<file path="src/rtl/ppt_pkg.sv">
package ppt_pkg;
  typedef enum logic [2:0] {
    OP_NONE   = 3'd0,
    OP_READ   = 3'd1,
    OP_UNLOCK = 3'd2,
    OP_WRITE  = 3'd3,
    OP_LOCK   = 3'd4
  } opCode_t;

  // strobes from control to datapath, one cycle each
  typedef struct packed {
    logic addrClr;
    logic addrInc;
    logic memWrite;
    logic capture;
    logic outClr;
    logic cellBurn;
  } strobe_t;

  // bit positions in the synchronized input vector
  localparam int IDX_CFGCLR  = 0;
  localparam int IDX_CFGINC  = 1;
  localparam int IDX_VALIDN  = 2;
  localparam int IDX_ADDRCLR = 3;
  localparam int IDX_ADDRINC = 4;
  localparam int NUM_LINES   = 5;
endpackage

</file>
<file path="src/rtl/ppt_sync.sv">
module ppt_sync #(
  parameter int N = 5,
  parameter logic [N-1:0] IDLE = '0
) (
  input  logic         clk,
  input  logic         rstN,
  input  logic [N-1:0] rawIn,
  output logic [N-1:0] level,
  output logic [N-1:0] rise,
  output logic [N-1:0] fall
);
  for (genvar i = 0; i < N; i++) begin : gLine
    logic stage1, stage2, prevLvl;
    always_ff @(posedge clk) begin
      if (!rstN) begin
        stage1  <= IDLE[i];
        stage2  <= IDLE[i];
        prevLvl <= IDLE[i];
      end else begin
        stage1  <= rawIn[i];
        stage2  <= stage1;
        prevLvl <= stage2;
      end
    end
    assign level[i] = stage2;
    assign rise[i]  = stage2 & ~prevLvl;
    assign fall[i]  = ~stage2 & prevLvl;
  end
endmodule

</file>
<file path="src/rtl/ppt_ctrl.sv">
module ppt_ctrl
  import ppt_pkg::*;
#(
  parameter int CFG_W = 4
) (
  input  logic          clk,
  input  logic          rstN,
  input  logic          cfgClrRise,
  input  logic          cfgClrFall,
  input  logic          cfgIncRise,
  input  logic          commit,
  input  logic          addrClrRise,
  input  logic          addrIncRise,
  input  logic          lockCell,
  output strobe_t       strobe,
  output logic          lockStatus,
  output opCode_t       lastOp,
  output logic          errFlag
);
  localparam logic [CFG_W-1:0] MAX_CODE = CFG_W'(OP_LOCK);

  logic [CFG_W-1:0] cfgReg;
  logic             readPending;
  logic             definedCode;
  logic [2:0]       code3;
  logic             errHit;

  always_ff @(posedge clk) begin
    if (!rstN) begin
      cfgReg <= '0;
    end else if (cfgClrRise || cfgClrFall) begin
      cfgReg <= '0;
    end else if (cfgIncRise) begin
      cfgReg <= cfgReg + 1'b1;
    end
  end

  assign definedCode = (cfgReg != '0) && (cfgReg <= MAX_CODE);
  assign code3       = cfgReg[2:0];

  always_comb begin
    strobe          = '0;
    errHit          = 1'b0;
    strobe.addrClr  = addrClrRise;
    strobe.addrInc  = addrIncRise && lockStatus && !addrClrRise;
    strobe.capture  = cfgClrFall && readPending;
    if (addrIncRise && !lockStatus) errHit = 1'b1;
    if (commit && definedCode) begin
      unique case (opCode_t'(code3))
        OP_READ:   if (!lockStatus) errHit = 1'b1;
        OP_UNLOCK: if (!lockCell) errHit = 1'b1;
        OP_WRITE: begin
          if (lockStatus) begin
            strobe.memWrite = 1'b1;
            strobe.outClr   = 1'b1;
          end else begin
            errHit = 1'b1;
          end
        end
        OP_LOCK: begin
          if (lockStatus) strobe.cellBurn = 1'b1;
          else            errHit = 1'b1;
        end
        default: ;
      endcase
    end
  end

  always_ff @(posedge clk) begin
    if (!rstN) begin
      lockStatus  <= 1'b0;
      readPending <= 1'b0;
      lastOp      <= OP_NONE;
      errFlag     <= 1'b0;
    end else begin
      if (errHit) errFlag <= 1'b1;
      if (addrClrRise || strobe.cellBurn) begin
        lockStatus <= 1'b0;
      end else if (commit && definedCode && opCode_t'(code3) == OP_UNLOCK && lockCell) begin
        lockStatus <= 1'b1;
      end
      if (commit && definedCode) begin
        lastOp      <= opCode_t'(code3);
        readPending <= (opCode_t'(code3) == OP_READ) && lockStatus;
      end else if (cfgClrFall) begin
        readPending <= 1'b0;
      end
    end
  end
endmodule

</file>
<file path="src/rtl/ppt_datapath.sv">
module ppt_datapath
  import ppt_pkg::*;
#(
  parameter int ADDR_W = 6,
  parameter int DATA_W = 8
) (
  input  logic              clk,
  input  logic              rstN,
  input  logic              simErase,
  input  strobe_t           strobe,
  input  logic [DATA_W-1:0] dataIn,
  output logic [ADDR_W-1:0] curAddr,
  output logic              lockCell,
  output logic [DATA_W-1:0] portByte
);
  localparam int DEPTH = 1 << ADDR_W;

  logic [DATA_W-1:0] mem [DEPTH];
  logic [DATA_W-1:0] readByte;

  assign readByte = mem[curAddr];

  always_ff @(posedge clk) begin
    if (!rstN) begin
      curAddr <= '0;
    end else if (strobe.addrClr) begin
      curAddr <= '0;
    end else if (strobe.addrInc) begin
      curAddr <= curAddr + 1'b1;
    end
  end

  // array and lock cell are not touched by reset (non-volatile stand-in)
  always_ff @(posedge clk) begin
    if (simErase) begin
      for (int i = 0; i < DEPTH; i++) mem[i] <= '1;
      lockCell <= 1'b1;
    end else begin
      if (strobe.memWrite) mem[curAddr] <= readByte & dataIn;
      if (strobe.cellBurn) lockCell <= 1'b0;
    end
  end

  always_ff @(posedge clk) begin
    if (!rstN) begin
      portByte <= '0;
    end else if (strobe.outClr) begin
      portByte <= '0;
    end else if (strobe.capture) begin
      portByte <= readByte;
    end
  end
endmodule

</file>
<file path="src/rtl/pulse_prog_target.sv">
module pulse_prog_target
  import ppt_pkg::*;
#(
  parameter int ADDR_W = 6,
  parameter int DATA_W = 8,
  parameter int CFG_W  = 4
) (
  input  logic              clk,
  input  logic              rstN,
  input  logic              simErase,
  input  logic              cfgClr,
  input  logic              cfgInc,
  input  logic              validN,
  input  logic              addrClr,
  input  logic              addrInc,
  input  logic [DATA_W-1:0] dataIn,
  output logic [DATA_W-1:0] dataOut,
  output logic              dataOe,
  output logic              lockStatus,
  output logic              lockCell,
  output logic [ADDR_W-1:0] curAddr,
  output logic [2:0]        lastOp,
  output logic              errFlag
);
  localparam logic [NUM_LINES-1:0] IDLE_LVL = NUM_LINES'(1) << IDX_VALIDN;

  logic [NUM_LINES-1:0] rawLines, lvl, rise, fall;
  strobe_t              strobe;
  opCode_t              lastOpEnum;
  logic [DATA_W-1:0]    portByte;

  always_comb begin
    rawLines              = '0;
    rawLines[IDX_CFGCLR]  = cfgClr;
    rawLines[IDX_CFGINC]  = cfgInc;
    rawLines[IDX_VALIDN]  = validN;
    rawLines[IDX_ADDRCLR] = addrClr;
    rawLines[IDX_ADDRINC] = addrInc;
  end

  ppt_sync #(.N(NUM_LINES), .IDLE(IDLE_LVL)) uSync (
    .clk(clk), .rstN(rstN), .rawIn(rawLines),
    .level(lvl), .rise(rise), .fall(fall)
  );

  ppt_ctrl #(.CFG_W(CFG_W)) uCtrl (
    .clk(clk), .rstN(rstN),
    .cfgClrRise(rise[IDX_CFGCLR]), .cfgClrFall(fall[IDX_CFGCLR]),
    .cfgIncRise(rise[IDX_CFGINC]), .commit(fall[IDX_VALIDN]),
    .addrClrRise(rise[IDX_ADDRCLR]), .addrIncRise(rise[IDX_ADDRINC]),
    .lockCell(lockCell), .strobe(strobe), .lockStatus(lockStatus),
    .lastOp(lastOpEnum), .errFlag(errFlag)
  );

  ppt_datapath #(.ADDR_W(ADDR_W), .DATA_W(DATA_W)) uData (
    .clk(clk), .rstN(rstN), .simErase(simErase), .strobe(strobe),
    .dataIn(dataIn), .curAddr(curAddr), .lockCell(lockCell),
    .portByte(portByte)
  );

  assign lastOp  = 3'(lastOpEnum);
  assign dataOe  = lvl[IDX_CFGCLR];
  assign dataOut = dataOe ? portByte : '0;
endmodule

</file>
<file path="config.mk">
export PLATFORM = sky130hd
export DESIGN_NAME = pulse_prog_target
export DESIGN_NICKNAME = d
export VERILOG_FILES = /design/src/rtl/ppt_pkg.sv /design/src/rtl/ppt_sync.sv /design/src/rtl/ppt_ctrl.sv /design/src/rtl/ppt_datapath.sv /design/src/rtl/pulse_prog_target.sv
export SDC_FILE = /design/constraint.sdc
export NUM_CORES = 1
export LEC_CHECK = 0
export ABC_AREA = 1
export CAP_MARGIN = 30
export CORE_UTILIZATION = 30
export CTS_CLUSTER_DIAMETER = 60
export DETAILED_ROUTE_END_ITERATION = 8
export GPL_ROUTABILITY_DRIVEN = 0
export PLACE_DENSITY = 0.44
export SYNTH_ARGS = -nofsm -noshare
export SYNTH_HDL_FRONTEND = slang
export SYNTH_SLANG_ARGS = --single-unit
</file>
<file path="constraint.sdc">
create_clock -name clk -period 4.09 [get_ports clk]
set_input_delay 0.818 -clock clk [delete_from_list [all_inputs] [get_ports clk]]
set_output_delay 0.818 -clock clk [all_outputs]
set_load 0.03 [all_outputs]
</file>
==> run metrics, run 1 <==
post-CTS setup buffer count 0; sequential element share of the synthesized area 62.9%; CP most frequent cell nand2_1; Worst Path Arrival 3.64 ns; DR DRC count 0; row count 107; Fin Setup TNS 0 ns; ant diodes 0; max-cap viol count 0; Fin. Hold Viols 0; Starting Density 30.3%; syn_nets 2,728; Post-synth EDFFs 512; Detailed Route Iter0 Violations 1,553; Clk pin slew, worst setup/hold paths 0.06 ns; max incr delay on CP 0.49 ns; crit end category flop; Placed Area 0.0275 mm²; antenna violations before repair 0; Worst-Skew Late Latency 0.61 ns; largest net degree at the start of global routing 157; commonest non-fill, non-tap cell in the layout nand2_1; clock buffer count from CTS 66; synthesized area 0.0259 mm²; setup slack, reg-to-reg 0.91 ns; HP Start uSync.gLine[2].stage1; Post-synth ARST share 0%; placed cells 3,798; CP max stage cell buf_4; nets@finish 2,747; slew margin rel. 30.6%; fin crit period 3.18 ns; share of cells above drive strength 1 8.26%; CTS Hold Buffers Added 0; CP endpoint uData.mem[45][2]; Yosys cell types 34; Worst-Margin Slew 1.03 ns; I/O Buffers 36; CTS sink count 558; worst-case clock buffer depth 3; GRT overflow 0; Max Freq 315 MHz; hpwl dp 50,900 µm; clk_skew 0.0233 ns; Top FF cell, synth edfxtp_1; post-DR vias/cell 4.85; cell count along the critical path 13; via count 19,000; worst-path cell chain inv_6, buf_4, nand2_1, nand3_1, nand3_1, nand2_1, nand2_1, nand3_1, nand3_1, nand2_1, nand2_4, buf_12, nand2_1; Cell Pwr Density 432 mW/mm²; Synth Area per Inst 9.58 µm²; Leak 10.3 nW; total power 0.0128 W; hold slack 0.410 ns; critical path class reg2reg; peak supply drop 0.255 mV; Min-Delay Path Class reg2reg; RSZ-0062 raised after global routing no; Worst Path Buf+Inv 3; Final Cycle Share 77.7%; die area 0.0876 mm²; Area growth, synth to finish 13.9%; RR Endpoint uData.mem[45][2]; post-route ant nets 0; Mapped Cells 2,705; H-tree depth 3; vias in the first global route 18,400; Clk Tree Root Cell clkbuf_16; fin. max-slew vios 0; WL final 79,300 µm; Final Cell Area 0.0295 mm²; reg2reg path depth 13; delay-heaviest family, CP simple AND/OR/NAND/NOR gates; first drt pass iteration count 6; Finish-stage setup viols 0; gr usage total 18.2%; most frequent cells in the layout nand2_1 (1,204), edfxtp_1 (512), nand3_1 (444), nor2_1 (95), inv_1 (71); count of cells resized by post-cts repair 0; CP startpoint kind flop; non-filler cells in the finished layout 3,918; status completed; worst-path fanout max 67; Avg WL per Cell 20.2 µm; DIE HEIGHT 296 µm; CTS tree built; synthesis warning total 0; Die Wd 296 µm; Ports 37; flops & latches, synth 558; CP required 4.55 ns; Core Footprint 0.0854 mm²; first-pass GRT wire length 118,000 µm
==> metrics by stage <==
stage | setup WS, ns | util, %
finish | 0.911 | 34.6
global route | 0.664 | 34.6
CTS | 0.890 | 34.5
detailed placement | 0.677 | 32.1
global placement | 0.713 | 32.0
floorplan | 1.47 | -
==> worst register-to-register path, delay by kind of cell, from the launching register on <==
kind / cells / cell delay, ns
DFF: 1 / 0.37
buffers and inverters: 3 / 1.26
and+or+nand+nor: 10 / 1.40
==> worst min path at each step <==
stage          depth (start not counted)                    end  slack (ns)
4_1_cts                                1  uSync.gLine[2].stage2        0.41
3_3_place_gp                           1  uSync.gLine[2].stage2        0.40
3_5_place_dp                           2  uSync.gLine[4].stage2        0.40
5_1_grt                                2  uSync.gLine[4].stage2        0.44
6_report                               1  uSync.gLine[2].stage2        0.41
2_1_floorplan                          2  uSync.gLine[0].stage2        0.39
==> sequential cells by signal, indices dropped and copies added, names as in the netlist, named ones only <==
name and count:
uCtrl.cfgReg 4, uCtrl.errFlag 1, uCtrl.lastOp 3, uCtrl.lockStatus 1
uCtrl.readPending 1, uData.curAddr 6, uData.lockCell 1, uData.mem 512
uData.portByte 8, uSync.gLine.prevLvl 5, uSync.gLine.stage1 5, uSync.gLine.stage2 5
==> synthesized netlist by cell type (3+ instances only) <==
cell type / instances / area (µm²)
a211oi_1: 5 / 37.5
a21oi_1: 8 / 40.0
buf_1: 11 / 41.3
buf_2: 57 / 285
buf_4: 45 / 338
buf_6: 41 / 462
clkbuf_1: 29 / 109
dfxtp_1: 46 / 921
edfxtp_1: 512 / 15400
ha_1: 7 / 87.6
inv_1: 73 / 274
inv_2: 7 / 26.3
nand2_1: 1204 / 4520
nand2_4: 9 / 101
nand3_1: 444 / 2220
nor2_1: 95 / 357
nor2_2: 4 / 25.0
nor2_4: 10 / 113
nor3_1: 11 / 55.1
o21ai_0: 52 / 260
o21ai_1: 17 / 85.1
or2_2: 3 / 18.8
==> area by class of cell <==
cell class,instances,area [µm²]
repair buffers,135,1340
multi-input cells,1882,8070
well taps,1144,1430
clock buffers,89,1790
flip-flops and latches,558,16300
fillers,8795,55900
inverters,81,312
clock inverters,29,264
==> report_power, final <==
| group | leakage [nW] | switching (W) | internal, W |
|---|---|---|---|
| Sequential | 5.43 | 0.0000743 | 0.00646 |
| Combinational | 3.89 | 0.000381 | 0.000159 |
| Clock | 0.997 | 0.00236 | 0.00333 |
==> cell families (layout without fill, tap and decap cells) <==
group | count (synthesis) | in the layout | share of synthesized area, %
AND/OR/NAND/NOR | 1788 | 1788 | 29.0
AO/OA/AOI/OAI | 86 | 86 | 1.75
XOR/XNOR | 1 | 1 | 0.0338
adder cells (fa/ha/maj) | 7 | 7 | 0.338
flip-flops | 558 | 558 | 62.9
buffers and inverters | 265 | 334 | 6.00
==> routing by layer <==
metal | track usage (%) | routed length, µm
met5 | 0 | 0
met4 | 6.01 | 2130
met3 | 3.01 | 5000
met2 | 29.4 | 36800
met1 | 24.9 | 35300
Power figures use the tool's default switching activity.
==> run 2, diff against run 1 <==
PLACE_DENSITY = 0.46   (was 0.44)
clock period = 2.8 ns   (was 4.09 ns; I/O delays follow)
==> run 2 against run 1 <==
Effect of this change: die area did not move; power increased by 50%; hold slack worse by 0.0020 ns; register-to-register slack worse by 0.79 ns; clock skew up 0.0083 ns; cell count is 2.2% higher; clock-buffer cell count increased by 1; first-iteration DRC count is 5.2% lower.
==> run metrics, run 2 (same netlist as run 1, synthesis figures left out) <==
Fin. Hold Viols 0; CTS sink count 558; Worst Path Arrival 3.00 ns; CP startpoint kind flop; antenna violations before repair 2; Largest register FFs 512; setup slack, reg-to-reg 0.12 ns; critical path class reg2reg; worst-path cell chain buf_12, nand2_1, nand3_1, nand3_1, nand2_1, nand2_1, nand3_1, nand3_1, nand2_1, nand2_4, buf_4, nand2_1; Psw 0.00417 W; reg2reg path depth 12; RR Endpoint uData.mem[43][0]; Worst Path Buf+Inv 2; Layout fillers 8,721; Starting Density 30.3%; Core Footprint 0.0854 mm²; slew margin rel. 44.8%; non-filler cells in the finished layout 4,005; row count 107; Die Wd 296 µm; Finish-stage setup viols 0; hpwl dp 51,000 µm; Fin Setup TNS 0 ns; status completed; vias in the first global route 18,900; Clk Tree Root Cell clkbuf_16; metal1 wirelength 36,400 µm; Int Power 0.0150 W; combinational power share 4.5%; ant diodes 0; Largest Register uData.mem; Clk pin slew, worst setup/hold paths 0.06 ns; top sig layer met5; die area 0.0876 mm²; clock buffer count from CTS 67; hold slack 0.407 ns; CP max stage cell dfxtp_4; gr usage total 18.2%; Sequential Power Share 49.8%; max incr delay on CP 0.39 ns; HP Start uSync.gLine[3].stage1; first drt pass iteration count 6; Sw Ratio 21.8%; delay-heaviest family, CP simple AND/OR/NAND/NOR gates; DR WL met3 4340 µm; hold path cells 2; routed length on met2 36,700 µm; fin crit period 2.68 ns; Detailed Route Iter0 Violations 1,473; Ports 37; Min-Delay Path Class reg2reg; via count 19,300; worst-case clock buffer depth 3; Final Cycle Share 95.6%; first-pass GRT wire length 119,000 µm; Worst-Margin Slew 0.828 ns; commonest non-fill, non-tap cell in the layout nand2_1; fin. max-slew vios 0; largest net degree at the start of global routing 90; CP most frequent cell nand2_1; GRT overflow 0; placed cells 3,885; cell count along the critical path 12; share of cells above drive strength 1 11.5%; nets@finish 2,833; CTS tree built; crit end category flop; RSZ-0062 raised after global routing no; H-tree depth 3; Leak 10.9 nW; DIE HEIGHT 296 µm; WHS Endpoint uSync.gLine[3].stage2; CP required 3.12 ns; clk_skew 0.0316 ns; worst-path fanout max 80; Avg WL per Cell 19.8 µm; Cell Pwr Density 629 mW/mm²; WL final 79,400 µm; post-route ant nets 0; Max Freq 374 MHz; Clk network pwr share 45.8%; Worst-Skew Late Latency 0.61 ns; post-DR vias/cell 4.83; I/O Buffers 36; Area growth, synth to finish 17.7%; max-cap viol count 0; top flop regs uData.mem (512), uData.portByte (8), uData.curAddr (6); most frequent cells in the layout nand2_1 (1,204), edfxtp_1 (512), nand3_1 (444), buf_4 (150), nor2_1 (94); DR DRC count 0; peak supply drop 0.441 mV
==> run 2: cell types whose count changed in the layout (fill, tap and decap cells not counted), sizes merged <==
cell,change
clkinv,-1
bufinv,+2
inv,-2
clkbuf,+1
clkinvlp,+2
buf,+85
==> run 2: worst max path at each step <==
stage | startpoint | end | slack [ns]
6_report | flop | uData.mem[43][0] | 0.12
3_3_place_gp | simErase | uData.mem[36][0] | 0.13
2_1_floorplan | uCtrl.cfgReg[0] | uData.mem[0][0] | 0.18
3_5_place_dp | simErase | uData.mem[33][4] | 0.14
4_1_cts | uCtrl.cfgReg[0] | uData.mem[33][6] | 0.15
5_1_grt | flop | uData.mem[33][0] | 0.001
==> run 2: per-stage QoR <==
step / worst slack (ns) / utilization (%) / cell area, µm² / total power (W)
detailed placement: 0.142 / 33.1 / 28300 / 0.0106
floorplan: 0.175 / - / 25900 / 0.0101
CTS: 0.154 / 35.7 / 30500 / 0.0194
global placement: 0.127 / 33.1 / 28300 / 0.0106
global route: 0.00114 / 35.7 / 30500 / 0.0198
finish: 0.124 / 35.7 / 30500 / 0.0192
==> run 2: worst register-to-register path: stages, from the launching register on <==
cell	delay, ns
dfxtp_4	0.39
buf_12	0.19
nand2_1	0.24
nand3_1	0.10
nand3_1	0.11
nand2_1	0.07
nand2_1	0.14
nand3_1	0.21
nand3_1	0.28
nand2_1	0.14
nand2_4	0.22
buf_4	0.24
nand2_1	0.06
==> run 2: routing by layer <==
metal / up-vias / global-route usage (%)
met4: 2 / 5.70
met1: 9434 / 25.5
met3: 106 / 2.43
met5: - / 0
met2: 550 / 29.2
li1: 9246 / -
==> run 2: what timing repair did <==
action,in CTS,in global routing
endpoints found under the setup margin,0,36
hold buffers,0,0
resized for setup,0,3
setup buffers,0,0
==> run 2: cell type report <==
cell class / count / area (µm²) / share of cell area, %
Sequential cell: 558 / 16300 / 53.5
Multi-Input combinational cell: 1882 / 8090 / 26.5
Inverter: 81 / 312 / 1.02
Timing Repair Buffer: 220 / 2170 / 7.11
Clock inverter: 30 / 310 / 1.02
Tap cell: 1144 / 1430 / 4.69
Clock buffer: 90 / 1890 / 6.19
==> run 2: power groups by stage <==
| stage | clock network, W | logic [W] | registers (W) |
|---|---|---|---|
| final | 0.00878 | 0.000858 | 0.00954 |
| after detailed placement | 0 | 0.000867 | 0.00971 |
| after CTS | 0.00897 | 0.000868 | 0.00954 |
| after global routing | 0.00927 | 0.000927 | 0.00957 |
| after floorplan | 0 | 0.000459 | 0.00969 |
| after global placement | 0 | 0.000861 | 0.00970 |
